$ cat src/rtl/cyc_ctl_pkg.sv
package cyc_ctl_pkg;

    typedef enum logic [0:0] {
        SEQ_IDLE  = 1'b0,
        SEQ_ARMED = 1'b1
    } seq_state_t;

endpackage

$ cat src/rtl/cyc_ctl_store.sv
module cyc_ctl_store #(
    parameter int NUM_REGS = 4,
    parameter int DATA_W   = 16,
    parameter int STATE_W  = 4,
    parameter int REG_W    = 2
) (
    input  logic                       clk,
    input  logic                       rst_n,
    input  logic                       wr_en,
    input  logic [REG_W-1:0]           wr_reg,
    input  logic [STATE_W-1:0]         wr_state,
    input  logic [DATA_W-1:0]          wr_data,
    input  logic [REG_W-1:0]           rd_reg,
    input  logic [STATE_W-1:0]         rd_state,
    output logic [DATA_W-1:0]          rd_data,
    input  logic [STATE_W-1:0]         row_state,
    output logic [NUM_REGS*DATA_W-1:0] row_data
);
    localparam int NUM_STATES = 1 << STATE_W;

    logic [DATA_W-1:0] mem [NUM_REGS][NUM_STATES];

    // one bank of per-phase copies for each indexed setting
    for (genvar r = 0; r < NUM_REGS; r++) begin : g_reg
        always_ff @(posedge clk or negedge rst_n) begin
            if (!rst_n) begin
                for (int s = 0; s < NUM_STATES; s++) begin
                    mem[r][s] <= '0;
                end
            end else if (wr_en && (wr_reg == REG_W'(r))) begin
                mem[r][wr_state] <= wr_data;
            end
        end

        assign row_data[r*DATA_W +: DATA_W] = mem[r][row_state];
    end

    always_comb begin
        rd_data = '0;
        for (int r = 0; r < NUM_REGS; r++) begin
            if (rd_reg == REG_W'(r)) begin
                rd_data = mem[r][rd_state];
            end
        end
    end

endmodule

$ cat src/rtl/cyc_ctl_master.sv
module cyc_ctl_master #(
    parameter int NUM_MASTER = 2,
    parameter int DATA_W     = 16,
    parameter int REG_W      = 2
) (
    input  logic                         clk,
    input  logic                         rst_n,
    input  logic                         wr_en,
    input  logic [REG_W-1:0]             wr_idx,
    input  logic [DATA_W-1:0]            wr_data,
    input  logic [REG_W-1:0]             rd_idx,
    output logic [DATA_W-1:0]            rd_data,
    output logic [NUM_MASTER*DATA_W-1:0] flat
);
    logic [DATA_W-1:0] regs [NUM_MASTER];

    for (genvar m = 0; m < NUM_MASTER; m++) begin : g_mst
        always_ff @(posedge clk or negedge rst_n) begin
            if (!rst_n) begin
                regs[m] <= '0;
            end else if (wr_en && (wr_idx == REG_W'(m))) begin
                regs[m] <= wr_data;
            end
        end

        assign flat[m*DATA_W +: DATA_W] = regs[m];
    end

    // indices with no matching setting read as zero
    always_comb begin
        rd_data = '0;
        for (int m = 0; m < NUM_MASTER; m++) begin
            if (rd_idx == REG_W'(m)) begin
                rd_data = regs[m];
            end
        end
    end

endmodule

$ cat src/rtl/cyc_ctl_seq.sv
module cyc_ctl_seq
    import cyc_ctl_pkg::*;
#(
    parameter int STATE_W = 4
) (
    input  logic               clk,
    input  logic               rst_n,
    input  logic               state_valid,
    input  logic [STATE_W-1:0] state_in,
    input  logic               turn_start,
    output logic               load,
    output logic [STATE_W-1:0] load_state,
    output logic [STATE_W-1:0] active_state
);
    seq_state_t         seq_q, seq_d;
    logic [STATE_W-1:0] pend_q, pend_d;
    logic [STATE_W-1:0] act_q, act_d;

    // state register
    always_ff @(posedge clk or negedge rst_n) begin
        if (!rst_n) begin
            seq_q  <= SEQ_IDLE;
            pend_q <= '0;
            act_q  <= '0;
        end else begin
            seq_q  <= seq_d;
            pend_q <= pend_d;
            act_q  <= act_d;
        end
    end

    // next state
    always_comb begin
        seq_d  = seq_q;
        pend_d = state_valid ? state_in : pend_q;
        unique case (seq_q)
            SEQ_IDLE:  if (state_valid) seq_d = SEQ_ARMED;
            SEQ_ARMED: if (turn_start && !state_valid) seq_d = SEQ_IDLE;
        endcase
    end

    // outputs: phase to load at this marker, and the active phase
    always_comb begin
        load       = turn_start;
        load_state = (seq_q == SEQ_ARMED) ? pend_q : act_q;
        act_d      = turn_start ? load_state : act_q;
    end

    assign active_state = act_q;

endmodule

$ cat src/rtl/cyc_ctl_bank.sv
module cyc_ctl_bank #(
    parameter int NUM_REGS   = 4,
    parameter int NUM_MASTER = 2,
    parameter int DATA_W     = 16,
    parameter int STATE_W    = 4,
    parameter int REG_MAX    = (NUM_REGS > NUM_MASTER) ? NUM_REGS : NUM_MASTER,
    parameter int REG_W      = (REG_MAX > 1) ? $clog2(REG_MAX) : 1
) (
    input  logic                         clk,
    input  logic                         rst_n,
    input  logic                         wr_en,
    input  logic                         wr_master,
    input  logic [REG_W-1:0]             wr_reg,
    input  logic [STATE_W-1:0]           wr_state,
    input  logic [DATA_W-1:0]            wr_data,
    input  logic                         rd_en,
    input  logic                         rd_master,
    input  logic [REG_W-1:0]             rd_reg,
    input  logic [STATE_W-1:0]           rd_state,
    output logic                         rd_valid,
    output logic [DATA_W-1:0]            rd_data,
    input  logic                         state_valid,
    input  logic [STATE_W-1:0]           state_in,
    input  logic                         turn_start,
    output logic [STATE_W-1:0]           cur_state,
    output logic [NUM_REGS*DATA_W-1:0]   live_data,
    output logic [NUM_MASTER*DATA_W-1:0] master_data
);
    logic                       load;
    logic [STATE_W-1:0]         load_state;
    logic [NUM_REGS*DATA_W-1:0] row_data;
    logic [NUM_REGS*DATA_W-1:0] live_q;
    logic [DATA_W-1:0]          idx_rd, mst_rd;

    logic                       s1_v, s1_m, s2_v;
    logic [REG_W-1:0]           s1_reg;
    logic [STATE_W-1:0]         s1_st;
    logic [DATA_W-1:0]          s2_data;

    cyc_ctl_seq #(.STATE_W(STATE_W)) seq_i (
        .clk(clk), .rst_n(rst_n),
        .state_valid(state_valid), .state_in(state_in),
        .turn_start(turn_start),
        .load(load), .load_state(load_state), .active_state(cur_state)
    );

    cyc_ctl_store #(
        .NUM_REGS(NUM_REGS), .DATA_W(DATA_W), .STATE_W(STATE_W), .REG_W(REG_W)
    ) store_i (
        .clk(clk), .rst_n(rst_n),
        .wr_en(wr_en && !wr_master), .wr_reg(wr_reg),
        .wr_state(wr_state), .wr_data(wr_data),
        .rd_reg(s1_reg), .rd_state(s1_st), .rd_data(idx_rd),
        .row_state(load_state), .row_data(row_data)
    );

    cyc_ctl_master #(
        .NUM_MASTER(NUM_MASTER), .DATA_W(DATA_W), .REG_W(REG_W)
    ) mst_i (
        .clk(clk), .rst_n(rst_n),
        .wr_en(wr_en && wr_master), .wr_idx(wr_reg), .wr_data(wr_data),
        .rd_idx(s1_reg), .rd_data(mst_rd), .flat(master_data)
    );

    // live copies switch only at a turn marker
    always_ff @(posedge clk or negedge rst_n) begin
        if (!rst_n) begin
            live_q <= '0;
        end else if (load) begin
            live_q <= row_data;
        end
    end

    // two-stage host read: address capture, then data register
    always_ff @(posedge clk or negedge rst_n) begin
        if (!rst_n) begin
            s1_v    <= 1'b0;
            s1_m    <= 1'b0;
            s1_reg  <= '0;
            s1_st   <= '0;
            s2_v    <= 1'b0;
            s2_data <= '0;
        end else begin
            s1_v   <= rd_en;
            s1_m   <= rd_master;
            s1_reg <= rd_reg;
            s1_st  <= rd_state;
            s2_v   <= s1_v;
            if (s1_v) begin
                s2_data <= s1_m ? mst_rd : idx_rd;
            end
        end
    end

    assign live_data = live_q;
    assign rd_valid  = s2_v;
    assign rd_data   = s2_data;

endmodule

$ cat config.mk
export PLATFORM = sky130hd
export DESIGN_NAME = cyc_ctl_bank
export DESIGN_NICKNAME = d
export VERILOG_FILES = /design/src/rtl/cyc_ctl_pkg.sv /design/src/rtl/cyc_ctl_store.sv /design/src/rtl/cyc_ctl_master.sv /design/src/rtl/cyc_ctl_seq.sv /design/src/rtl/cyc_ctl_bank.sv
export SDC_FILE = /design/constraint.sdc
export NUM_CORES = 2
export LEC_CHECK = 0
export BUFFER_PORTS_ARGS = -buffer_cell sky130_fd_sc_hd__buf_2
export CAP_MARGIN = 40
export CORE_AREA = 2 2 319 384
export DETAILED_ROUTE_END_ITERATION = 12
export DIE_AREA = 0 0 321 386
export PLACE_DENSITY = 0.68
export SYNTH_ARGS = -nofsm -noshare
export SYNTH_HDL_FRONTEND = slang
export SYNTH_HIERARCHICAL = 1
export SYNTH_SLANG_ARGS = --single-unit
export TNS_END_PERCENT = 30
$ cat constraint.sdc
create_clock -name clk -period 3.1 [get_ports clk]
set_input_delay 0.31 -clock clk [delete_from_list [all_inputs] [get_ports clk]]
set_output_delay 0.31 -clock clk [all_outputs]
set_load 0.005 [all_outputs]
==> flow_summary.ini <==
[status]
status = finished, violations left
violations = antenna violations

[logic_synthesis]
synthArstFlopShare = 1.00
ys_seq_elements = 1154
synth_edf_count = 0
ys_types = 54
yosysWarnings = 6
yosysTopAreaCellShare = 0.483
ys_top_cells_by_area = dfrtp_1 48%, mux4_2 21%, mux2_2 21%, mux2i_1 1.7%, mux2_4 1.6%
yosys-top-cells-count = 1,154 x dfrtp_1, 1,107 x mux2_2, 554 x mux4_2
syn_area_sq_um = 59800
syn_inst = 3725
syn_nets = 3765
ys.flop_type = dfrtp_1
yosysMostFrequentCell = dfrtp_1
ys_seq_area_frac = 0.483
yosysTopAreaCell = dfrtp_1
syn_avg_cell_area_sq_um = 16.1

[finish]
nets = 3966
regMostFlops = store_i/mem
syn_to_final_growth_pct = 14.1
seqCellArea_sq_um = 28900
multiInputGateArea_sq_um = 29200
drive_above_1_share = 0.595
largest_register_ffs = 1024
fillCellCount = 9357

[power]
switching_share = 0.267
power_density_nw_per_um2 = 582
internal_power_mw = 29.1
ir_worst_vdd_uv = 439
p_leak_nw = 31.5
p_clk_frac = 0.380
power_mw = 39.8
p_seq_frac = 0.441
comb_power_share = 0.178
switchingPower_mw = 10.6

[detailed_routing]
dr.max_layer_used = met5
drt_iter0_drc = 3320
wl_met3_microns = 14700
viasPerCell = 6.60
drtAntennaViolNets = 1
route.met2.wl_microns = 86100
wl_per_cell_microns = 32.5
drcViolationCount = 0
route.vias.total = 37000
firstDrtPassIters = 5
finalWirelength_microns = 182000
met1_length_microns = 72700

[sta]
fmax_ghz = 0.329
period_needed_ns = 3.04
finClkSkew_ns = 0.0499
post-route-period-util = 0.979
worst_pin_slew_ns = 0.914
drv_slew = 0
rsz0062_at_grt = no
tns_ns = 0
final-setup-viol-count = 0
hold_violations = 0
timing.slew.headroom = 0.391

[global_routing]
grt_pass1_wl_microns = 268000
grt_max_degree = 118
grt_pass1_vias = 38100
antenna_found_initial = 10
gr-total-overflow = 0
track_usage = 0.298

[hold_path]
hold_class = input port to async pin

[clock_network]
path_clk_slew_ns = 0.06
cts-buffers-inserted = 115
cts_htree_levels = 3
cts_tree = yes
cts-root-buf = clkbuf_16
post_cts_buffers = 0
clock-sinks = 1154
clk_latency_ns = 0.76
clockBufferDepth = 3

[worst_setup_path]
crit_chain = buf_12, buf_6, mux4_2, nand2_1, a32oi_2, buf_4, a31oi_1, buf_4, a2111oi_4, mux2i_1, a21oi_1
critPathArrivalTime_ns = 3.65
path_delay_family = buffers and inverters
r2r_start = s1_st[0]
cpMaxStageDelayCell = mux4_2
crit_path_max_fanout = 21
critPathKind = register to register
worstSetupEndpointType = register
reg2reg_slack_ns = 0.06
cp_common_cell = buf_4
cp_slowest_stage_delay_ns = 0.56
r2r-end = rd_data[11]
crit_path_start_kind = register
ff2ff_path_depth = 11
cp_num_buf_inv = 4
required_ns = 3.72

[die]
die_area_sq_um = 124000
die_y_microns = 386
rows = 140
core-area_sq_um = 121000
pin_count = 157
die_w_microns = 321
start_util = 0.496

[placement]
place_congestion = 0.945
port_buffers = 156
dp_hpwl_microns = 118000

[run]
drv_cap = 0
stage by stage:
step                setup slack [ns]  hold WS, ns  cells  instance area, sq um  utilization
detailed placement           -0.0708        0.280   5348                 63900        0.530
global route                 0.00784        0.127   5587                 68300        0.566
CTS                           0.0639       0.0864   5586                 68200        0.566
finish                        0.0647        0.107   5599                 68300        0.567
floorplan                      0.202       0.0144   3725                 59800            -
global placement             -0.0333        0.296   5345                 63800        0.530
timing repair:
item / in CTS / in global routing
hold endpoints to repair: 202 / 0
hold buffers: 23 / 0
endpoints found under the setup margin: 2 / 3
resized for setup: 4 / 5
pin swaps: 0 / 1
power groups by stage:
stage          clock, mW  combinational (mW)  sequential [mW]
2_1_floorplan          0                4.60             17.4
3_3_place_gp           0                6.95             17.7
3_5_place_dp           0                7.06             17.8
4_1_cts             15.3                7.11             17.5
5_1_grt             15.9                7.50             17.7
6_report            15.1                7.09             17.5
cell families after synthesis:
family                 Yosys count  share of synthesized area
muxes                         1837                      0.454
DFF                           1154                      0.483
buffers and inverters          372                     0.0308
and+or+nand+nor                234                     0.0183
AOI/OAI and AO/OA              128                     0.0145
worst max-delay path by stage:
stage,start,slack (ns),to,cells past startpoint
after global routing,s1_st[0],0.008,rd_data[11],11
after detailed placement,s1_st[1],-0.07,rd_data[15],9
final,s1_st[0],0.06,rd_data[11],11
after global placement,s1_st[2],-0.03,rd_data[11],10
after CTS,s1_st[0],0.06,rd_data[11],11
after floorplan,seq_i/seq_q,0.20,live_data[24],7
layer usage:
metal,track usage,vias up
met5,0,-
met4,0.126,10
met3,0.0637,381
met2,0.469,1594
met1,0.403,20100
li1,-,14800
layout make-up:
class	count	share of cell area
Clock inverter	51	0.0101
Multi-Input combinational cell	2199	0.428
Clock buffer	164	0.0499
Tap cell	1562	0.0286
Sequential cell	1154	0.423
Inverter	4	0.000238
Timing Repair Buffer	452	0.0599
Antenna cell	13	0.000476
placed cells by master (no fill, tap or decap), types with 23 or more instances in the layout:
master,count
dfrtp_1,1150
mux2_4,65
clkbuf_16,118
nor2_1,62
dlygate4sd3_1,23
buf_4,191
buf_12,81
clkinv_2,25
a21oi_1,32
buf_2,154
o22ai_1,23
nand2_1,83
mux2i_1,103
mux2_2,1103
clkbuf_8,28
mux4_2,554
Power figures use the tool's default switching activity.
